`config.mk`:
```
export PLATFORM = sky130hd
export DESIGN_NAME = uart_frame_engine
export DESIGN_NICKNAME = d
export VERILOG_FILES = /design/src/rtl/uart_fe_pkg.sv /design/src/rtl/uart_fe_tick.sv /design/src/rtl/uart_fe_tx.sv /design/src/rtl/uart_fe_rx.sv /design/src/rtl/uart_frame_engine.sv
export SDC_FILE = /design/constraint.sdc
export NUM_CORES = 1
export LEC_CHECK = 0
export BUFFER_PORTS_ARGS = -buffer_cell sky130_fd_sc_hd__buf_2
export CORE_AREA = 5 5 137 152
export DETAILED_ROUTE_END_ITERATION = 10
export DIE_AREA = 0 0 142 157
export PLACE_DENSITY = 0.52
export SYNTH_ARGS = -nofsm -noshare
export SYNTH_HDL_FRONTEND = slang
export SYNTH_HIERARCHICAL = 1
export SYNTH_SLANG_ARGS = --single-unit
```
`constraint.sdc`:
```
create_clock -name clk -period 4 [get_ports clk]
set_input_delay 0.4 -clock clk [delete_from_list [all_inputs] [get_ports clk]]
set_output_delay 0.4 -clock clk [all_outputs]
set_load 0.1 [all_outputs]
```
`src/rtl/uart_fe_pkg.sv`:
```
package uart_fe_pkg;

   localparam int FE_CHAR_W = 8;

   typedef enum logic [2:0] {
      ST_IDLE  = 3'd0,
      ST_START = 3'd1,
      ST_DATA  = 3'd2,
      ST_PAR   = 3'd3,
      ST_STOP  = 3'd4,
      ST_HOLD  = 3'd5
   } fe_state_t;

   // packed so that a cast from the six-bit format word lines up
   typedef struct packed {
      logic [1:0] stop;
      logic [1:0] len;
      logic       par_en;
      logic       par_odd;
   } fe_fmt_t;

   function automatic logic [FE_CHAR_W-1:0] fe_mask(input logic [1:0] len);
      return 8'hFF >> (2'd3 - len);
   endfunction

   function automatic logic fe_parity(input logic [FE_CHAR_W-1:0] d,
                                      input logic [1:0] len,
                                      input logic odd);
      return (^(d & fe_mask(len))) ^ odd;
   endfunction

endpackage

```
`src/rtl/uart_fe_tick.sv`:
```
module uart_fe_tick #(
   parameter int DIV_W   = 21,
   parameter int OS_RATE = 16
) (
   input  logic             clk,
   input  logic             rst_n,
   input  logic [DIV_W-1:0] divisor,
   output logic             os_tick
);
   logic [DIV_W-1:0] acc;
   logic [DIV_W:0]   sum;
   logic [DIV_W-1:0] diff;

   assign sum  = {1'b0, acc} + (DIV_W+1)'(OS_RATE);
   assign diff = sum[DIV_W-1:0] - divisor;

   always_ff @(posedge clk or negedge rst_n) begin
      if (!rst_n) begin
         acc     <= '0;
         os_tick <= 1'b0;
      end else if (acc >= divisor) begin
         // divisor shrank under a running accumulator: restart the phase
         acc     <= '0;
         os_tick <= 1'b0;
      end else if (sum >= {1'b0, divisor}) begin
         acc     <= diff;
         os_tick <= 1'b1;
      end else begin
         acc     <= sum[DIV_W-1:0];
         os_tick <= 1'b0;
      end
   end

   a_r5_tick_gap : assert property (@(posedge clk)
      disable iff (!rst_n || divisor < DIV_W'(2*OS_RATE))
      os_tick |=> !os_tick);

endmodule

```
`src/rtl/uart_fe_tx.sv`:
```
module uart_fe_tx
   import uart_fe_pkg::*;
#(
   parameter int OS_RATE = 16
) (
   input  logic                 clk,
   input  logic                 rst_n,
   input  logic                 os_tick,
   input  fe_fmt_t              fmt,
   input  logic                 cts_ok,
   input  logic                 tx_valid,
   input  logic [FE_CHAR_W-1:0] tx_data,
   output logic                 tx_ready,
   output logic                 tx_line,
   output logic                 busy
);
   localparam int OS_W = $clog2(OS_RATE);

   fe_state_t            st;
   logic [OS_W-1:0]      sub;
   logic [2:0]           bitn;
   logic [FE_CHAR_W-1:0] sh;
   logic                 par_bit;
   logic                 extra_stop;
   logic [1:0]           len_l;
   logic                 pen_l;
   logic                 bit_end;
   logic                 frame_end;
   logic                 accept;
   logic [2:0]           last_bit;

   assign bit_end   = os_tick && (sub == OS_W'(OS_RATE-1));
   assign frame_end = (st == ST_STOP) && bit_end && !extra_stop;
   assign tx_ready  = cts_ok && os_tick && ((st == ST_IDLE) || frame_end);
   assign accept    = tx_valid && tx_ready;
   assign last_bit  = 3'd4 + {1'b0, len_l};
   assign busy      = (st != ST_IDLE);

   always_ff @(posedge clk or negedge rst_n) begin
      if (!rst_n) begin
         st         <= ST_IDLE;
         sub        <= '0;
         bitn       <= '0;
         sh         <= '0;
         par_bit    <= 1'b0;
         extra_stop <= 1'b0;
         len_l      <= '0;
         pen_l      <= 1'b0;
         tx_line    <= 1'b1;
      end else if (accept) begin
         st         <= ST_START;
         sub        <= '0;
         sh         <= tx_data;
         len_l      <= fmt.len;
         pen_l      <= fmt.par_en;
         par_bit    <= fe_parity(tx_data, fmt.len, fmt.par_odd);
         extra_stop <= (fmt.stop == 2'b11);
         tx_line    <= 1'b0;
      end else if (st != ST_IDLE && os_tick) begin
         if (!bit_end) begin
            sub <= sub + 1'b1;
         end else begin
            sub <= '0;
            case (st)
               ST_START: begin
                  st      <= ST_DATA;
                  bitn    <= '0;
                  tx_line <= sh[0];
               end
               ST_DATA: begin
                  if (bitn == last_bit) begin
                     st      <= pen_l ? ST_PAR : ST_STOP;
                     tx_line <= pen_l ? par_bit : 1'b1;
                  end else begin
                     bitn    <= bitn + 1'b1;
                     sh      <= sh >> 1;
                     tx_line <= sh[1];
                  end
               end
               ST_PAR: begin
                  st      <= ST_STOP;
                  tx_line <= 1'b1;
               end
               ST_STOP: begin
                  if (extra_stop) begin
                     extra_stop <= 1'b0;
                  end else begin
                     st <= ST_IDLE;
                  end
                  tx_line <= 1'b1;
               end
               default: begin
                  st      <= ST_IDLE;
                  tx_line <= 1'b1;
               end
            endcase
         end
      end
   end

   a_r2_start_low : assert property (@(posedge clk) disable iff (!rst_n)
      accept |=> !tx_line);

   a_r1_idle_high : assert property (@(posedge clk) disable iff (!rst_n)
      (st == ST_IDLE) |-> tx_line);

endmodule

```
`src/rtl/uart_fe_rx.sv`:
```
module uart_fe_rx
   import uart_fe_pkg::*;
#(
   parameter int OS_RATE     = 16,
   parameter int SYNC_STAGES = 2
) (
   input  logic                 clk,
   input  logic                 rst_n,
   input  logic                 os_tick,
   input  fe_fmt_t              fmt,
   input  logic                 line_in,
   output logic                 rx_valid,
   output logic [FE_CHAR_W-1:0] rx_data,
   output logic                 rx_par_err,
   output logic                 rx_frm_err,
   output logic                 rx_brk
);
   localparam int OS_W = $clog2(OS_RATE);
   localparam int HALF = OS_RATE / 2;

   logic rxs;

   generate
      if (SYNC_STAGES < 2) begin : g_sync_one
         logic s1;
         always_ff @(posedge clk or negedge rst_n) begin
            if (!rst_n) s1 <= 1'b1;
            else        s1 <= line_in;
         end
         assign rxs = s1;
      end else begin : g_sync_chain
         logic [SYNC_STAGES-1:0] chain;
         always_ff @(posedge clk or negedge rst_n) begin
            if (!rst_n) chain <= '1;
            else        chain <= {chain[SYNC_STAGES-2:0], line_in};
         end
         assign rxs = chain[SYNC_STAGES-1];
      end
   endgenerate

   fe_state_t            st;
   logic [OS_W-1:0]      sub;
   logic [2:0]           bitn;
   logic [FE_CHAR_W-1:0] sh;
   logic                 xacc;
   logic                 all_low;
   logic [1:0]           len_l;
   logic                 pen_l;
   logic                 podd_l;
   logic                 bit_end;
   logic                 is_brk;
   logic [2:0]           last_bit;

   assign bit_end  = os_tick && (sub == OS_W'(OS_RATE-1));
   assign is_brk   = all_low && !rxs;
   assign last_bit = 3'd4 + {1'b0, len_l};

   always_ff @(posedge clk or negedge rst_n) begin
      if (!rst_n) begin
         st         <= ST_IDLE;
         sub        <= '0;
         bitn       <= '0;
         sh         <= '0;
         xacc       <= 1'b0;
         all_low    <= 1'b0;
         len_l      <= '0;
         pen_l      <= 1'b0;
         podd_l     <= 1'b0;
         rx_valid   <= 1'b0;
         rx_data    <= '0;
         rx_par_err <= 1'b0;
         rx_frm_err <= 1'b0;
         rx_brk     <= 1'b0;
      end else begin
         rx_valid <= 1'b0;
         case (st)
            ST_IDLE: begin
               if (os_tick && !rxs) begin
                  st     <= ST_START;
                  sub    <= '0;
                  len_l  <= fmt.len;
                  pen_l  <= fmt.par_en;
                  podd_l <= fmt.par_odd;
               end
            end
            ST_START: begin
               if (os_tick) begin
                  if (sub == OS_W'(HALF-1)) begin
                     sub     <= '0;
                     bitn    <= '0;
                     xacc    <= 1'b0;
                     all_low <= 1'b1;
                     st      <= rxs ? ST_IDLE : ST_DATA;
                  end else begin
                     sub <= sub + 1'b1;
                  end
               end
            end
            ST_DATA: begin
               if (bit_end) begin
                  sub     <= '0;
                  sh      <= {rxs, sh[FE_CHAR_W-1:1]};
                  xacc    <= xacc ^ rxs;
                  all_low <= all_low && !rxs;
                  if (bitn == last_bit) st <= pen_l ? ST_PAR : ST_STOP;
                  else                  bitn <= bitn + 1'b1;
               end else if (os_tick) begin
                  sub <= sub + 1'b1;
               end
            end
            ST_PAR: begin
               if (bit_end) begin
                  sub     <= '0;
                  xacc    <= xacc ^ rxs;
                  all_low <= all_low && !rxs;
                  st      <= ST_STOP;
               end else if (os_tick) begin
                  sub <= sub + 1'b1;
               end
            end
            ST_STOP: begin
               if (bit_end) begin
                  sub        <= '0;
                  rx_valid   <= 1'b1;
                  rx_data    <= sh >> (2'd3 - len_l);
                  rx_brk     <= is_brk;
                  rx_frm_err <= !rxs && !all_low;
                  rx_par_err <= pen_l && (xacc != podd_l) && !is_brk;
                  st         <= rxs ? ST_IDLE : ST_HOLD;
               end else if (os_tick) begin
                  sub <= sub + 1'b1;
               end
            end
            ST_HOLD: begin
               if (os_tick && rxs) st <= ST_IDLE;
            end
            default: st <= ST_IDLE;
         endcase
      end
   end

   a_r6_single_pulse : assert property (@(posedge clk) disable iff (!rst_n)
      rx_valid |=> !rx_valid);

   a_r9_break_clean : assert property (@(posedge clk) disable iff (!rst_n)
      (rx_valid && rx_brk) |-> (rx_data == '0 && !rx_frm_err && !rx_par_err));

endmodule

```
`src/rtl/uart_frame_engine.sv`:
```
module uart_frame_engine
   import uart_fe_pkg::*;
#(
   parameter int DIV_W       = 21,
   parameter int OS_RATE     = 16,
   parameter int FILL_W      = 8,
   parameter int SYNC_STAGES = 2
) (
   input  logic                 clk,
   input  logic                 rst_n,
   input  logic [5:0]           line_ctrl,
   input  logic [DIV_W-1:0]     divisor,
   input  logic                 loop_en,
   input  logic                 tx_hfc_en,
   input  logic                 rx_hfc_en,
   input  logic [FILL_W-1:0]    rts_thresh,
   input  logic [FILL_W-1:0]    rx_fill,
   input  logic                 tx_valid,
   input  logic [FE_CHAR_W-1:0] tx_data,
   output logic                 tx_ready,
   output logic                 tx_idle,
   output logic                 tx_o,
   input  logic                 rx_i,
   output logic                 rx_valid,
   output logic [FE_CHAR_W-1:0] rx_data,
   output logic                 rx_par_err,
   output logic                 rx_frm_err,
   output logic                 rx_brk,
   input  logic                 cts_i,
   output logic                 rts_o
);
   initial begin : p_param_check
      assert (OS_RATE >= 4 && (OS_RATE & (OS_RATE - 1)) == 0)
         else $error("oversampling rate must be a power of two, at least 4");
      assert (DIV_W > $clog2(OS_RATE) + 1)
         else $error("divisor too narrow for the oversampling rate");
      assert (FILL_W >= 1) else $error("fill width must be positive");
   end

   fe_fmt_t fmt;
   logic    os_tick;
   logic    tx_line;
   logic    tx_busy;
   logic    cts_ok;
   logic    rx_src;

   assign fmt     = fe_fmt_t'(line_ctrl);
   assign cts_ok  = !tx_hfc_en || cts_i;
   assign rx_src  = loop_en ? tx_line : rx_i;
   assign tx_o    = tx_line;
   assign tx_idle = !tx_busy && !tx_valid;
   assign rts_o   = !(rx_hfc_en && (rx_fill >= rts_thresh));

   uart_fe_tick #(.DIV_W(DIV_W), .OS_RATE(OS_RATE)) u_tick (
      .clk     (clk),
      .rst_n   (rst_n),
      .divisor (divisor),
      .os_tick (os_tick)
   );

   uart_fe_tx #(.OS_RATE(OS_RATE)) u_tx (
      .clk      (clk),
      .rst_n    (rst_n),
      .os_tick  (os_tick),
      .fmt      (fmt),
      .cts_ok   (cts_ok),
      .tx_valid (tx_valid),
      .tx_data  (tx_data),
      .tx_ready (tx_ready),
      .tx_line  (tx_line),
      .busy     (tx_busy)
   );

   uart_fe_rx #(.OS_RATE(OS_RATE), .SYNC_STAGES(SYNC_STAGES)) u_rx (
      .clk        (clk),
      .rst_n      (rst_n),
      .os_tick    (os_tick),
      .fmt        (fmt),
      .line_in    (rx_src),
      .rx_valid   (rx_valid),
      .rx_data    (rx_data),
      .rx_par_err (rx_par_err),
      .rx_frm_err (rx_frm_err),
      .rx_brk     (rx_brk)
   );

   a_r12_cts_blocks_start : assert property (@(posedge clk) disable iff (!rst_n)
      (tx_hfc_en && !cts_i && !tx_busy) |=> !tx_busy);

endmodule

```
==> impl_metrics.tcl <==
set metrics [dict create \
    place_area_sq_um 7076 \
    power.share.sequential_pct 30.8 \
    initial_core_util_pct 34.40 \
    grt_pass1_wl_mm 26.50 \
    htree_levels 3 \
    synth_edf_count 0 \
    drt-total-wl_mm 15.95 \
    period_needed_ns 3.708 \
    slew_headroom_pct 49.28 \
    cp-startpoint "u_tick/acc[6]$_DFF_PN0_" \
    cp_slowest_cell "dfrtp_1" \
    crit_buf_inv 1 \
    die_area_sq_um 22290 \
    max_freq_ghz 0.2697 \
    die_h_um 157 \
    gp_congestion 0.8254 \
    io_buffers 74 \
    diodes 0 \
    critPathKind "register to register" \
    cts-root-buf "clkbuf_16" \
    area_growth_pct 13.02 \
    drive_gt1_share_pct 19.03 \
    postRouteAntennaNets 0 \
    syn_nets 826 \
    fp.dieW_um 142 \
    tritoncts.num_buffers 9 \
    wl_per_cell_um 15.48 \
    postCtsSetupBuffers 0 \
    status "completed" \
    num_vias 5375 \
    path_delay_family "simple AND/OR/NAND/NOR gates" \
    tightest_slew_ns 0.7607 \
    antenna_found_initial 0 \
    clkPwrFrac_pct 18.4 \
    grt_max_degree 58 \
    ys_types 89 \
    syn-cell-area_sq_um 6525 \
    skew_ns 0.009859 \
    max_stage_delay_ns 0.45 \
    hold_viol_final 0 \
    p_leak_uw 0.003380 \
    multi_input_area_sq_um 4036 \
    n_fill_cell 1988 \
    hold_path.class "input port to asynchronous set/reset pin" \
    syn-instance-count 715 \
    rows 53 \
    layout_common_cells "dfrtp_1 (81), buf_2 (73), nand2_1 (59), inv_1 (54), ha_1 (51)" \
    r2r-start "u_tick/acc[6]$_DFF_PN0_" \
    cts_tree "done" \
    io_pins 75 \
    critPathMaxFanout 14 \
    drv_slew 0 \
    cellPowerDensity_nw_per_um2 624.2 \
    gr-total-overflow 0 \
    yosys_warnings 6 \
    drc 0 \
    core_area_sq_um 18970 \
    period_share_pct 92.69 \
    drtIter0Drc 224 \
    p_sw_share_pct 43.68 \
    internal_power_uw 2593 \
    postSynth.asyncResetShare_pct 100.0 \
    yosysSeqAreaShare_pct 32.27 \
    cp-start-kind "register" \
    arrival_ns 3.92 \
    path_clk_slew_ns 0.07 \
    ir_worst_vdd_uv 371.5 \
    synth.avg_cell_area_sq_um 9.126 \
    combPwrFrac_pct 50.8 \
    fin_area_sq_um 7375 \
    seqCellArea_sq_um 2106 \
    drv_cap 0 \
    grtUsageTotal_pct 14.54 \
    grt_pass1_vias 5349 \
    post_drt_via_cell_ratio 5.218 \
    ys.flop_type "dfrtp_1" \
    path_cells "and4_1 -> and2_1 -> nand3_1 -> xnor2_1 -> ha_1 -> nand4_1 -> or3_1 -> nor3_2 -> nor3_1 -> o21ai_4 -> buf_4 -> mux2i_1 -> nor2_1" \
    layout_commonest_cell "dfrtp_1" \
    worstSetupEndpointType "register" \
    firstDrtPassIters 5 \
    power_switching_uw 2011 \
    clk_latency_ns 0.34 \
    setup_viol_count_final 0 \
    cts_sinks 84 \
    grt_setup_unrepaired "no" \
    hold_buffers 0 \
    ys_seq_elements 84 \
    fin_setup_tns_ns 0 \
    post-dp-hpwl_mm 12.45 \
    nets 889 \
    crit_required_ns 4.21 \
    cts_buffer_depth 2 \
    cts.repair.resized 0 \
]
-- cells in the mapped netlist, types with 12 or more instances --
master	count	share of area [%]
mux2i_1	22	3.4
xor2_1	13	1.7
o21ai_0	33	2.5
nand2_1	59	3.4
ha_1	51	9.8
nor3_1	12	0.92
mux2_2	16	2.8
nand4_1	17	1.6
xnor2_1	25	3.4
nand3_1	27	2.1
clkbuf_1	12	0.69
dfrtp_1	81	31
nor2_1	47	2.7
inv_1	54	3.1
a21oi_1	33	2.5
-- cell families (layout without fill, tap and decap cells) --
logic type	count (synthesis)	after routing	share of synthesized area, %
compound gates	177	177	19.20
xor+xnor	39	39	5.446
fa+ha+maj	52	52	10.09
buf+inv	83	151	5.867
flops	84	84	32.27
mux	48	48	7.977
simple gates	232	232	19.16
-- per-layer routing --
| layer | part of all wire, % | global-route usage (%) | routed length, um |
|---|---|---|---|
| met1 | 47 | 19.16 | 7417 |
| met2 | 49 | 24.94 | 7843 |
| met3 | 3.5 | 2.887 | 551 |
| met4 | 0.86 | 2.742 | 137 |
| met5 | 0 | 0 | 0 |
-- power by group through the flow --
stage	logic, uW	clock network [uW]	registers, uW
3_5_place_dp	2330	0	1430
4_1_cts	2340	877	1420
5_1_grt	2620	915	1460
6_report	2340	848	1420
2_1_floorplan	1930	0	1310
3_3_place_gp	2340	0	1430
-- final cells by class --
class                      count  share of cell area (%)
clock buffer                  10                   3.105
inverter                      55                   2.799
clock inverter                 6                  0.9501
timing repair buffer          80                   5.667
sequential                    84                   28.55
tap                          247                   4.191
multi-input combinational    548                   54.73
-- registers in the layout (all words and copies together) (netlist names), 2 cells and up --
register	count
u_rx/bitn	3
u_rx/g_sync_chain.chain	2
u_rx/len_l	2
u_rx/rx_data	8
u_rx/sh	8
u_rx/st	3
u_rx/sub	4
u_tick/acc	21
u_tx/bitn	3
u_tx/len_l	2
u_tx/sh	8
u_tx/st	3
u_tx/sub	4
-- worst reg2reg max path: stages (launching register included) --
cell and delay (ns):
dfrtp_1 0.45, and4_1 0.28, and2_1 0.24, nand3_1 0.12, xnor2_1 0.17, ha_1 0.44, nand4_1 0.15, or3_1 0.45
nor3_2 0.17, nor3_1 0.10, o21ai_4 0.40, buf_4 0.31, mux2i_1 0.23, nor2_1 0.06
-- stage by stage --
stage          power [uW]  cells  setup slack, ns  hold WS (ns)  util (%)
2_1_floorplan        3238    715           0.8678        0.1044         -
3_3_place_gp         3770   1014           0.4140        0.3514     37.31
3_5_place_dp         3760   1014           0.3411        0.3482     37.31
4_1_cts              4638   1030           0.3196        0.1604     38.88
5_1_grt              4995   1030          0.01260        0.1925     38.88
6_report             4603   1030           0.2925        0.1381     38.88
-- path summary, 6_finish.rpt --
| kind | to | slack, ns | cells after the start |
|---|---|---|---|
| worst min-delay path | u_rx/rx_data[4]$_DFFE_PN0P_ | 0.14 | 1 |
| worst max register to register | u_tick/acc[5]$_DFF_PN0_ | 0.29 | 13 |
| worst max-delay path | u_tick/acc[5]$_DFF_PN0_ | 0.29 | 13 |
| max in group asynchronous | u_tx/sh[6]$_DFFE_PN0P_ | 2.98 | 2 |
| min in group clk | u_rx/g_sync_chain.chain[0]$_DFF_PN1_ | 0.29 | 2 |
| worst min register to register | u_rx/g_sync_chain.chain[1]$_DFF_PN1_ | 0.37 | 0 |
No activity file was read; power rests on OpenSTA's default activity.
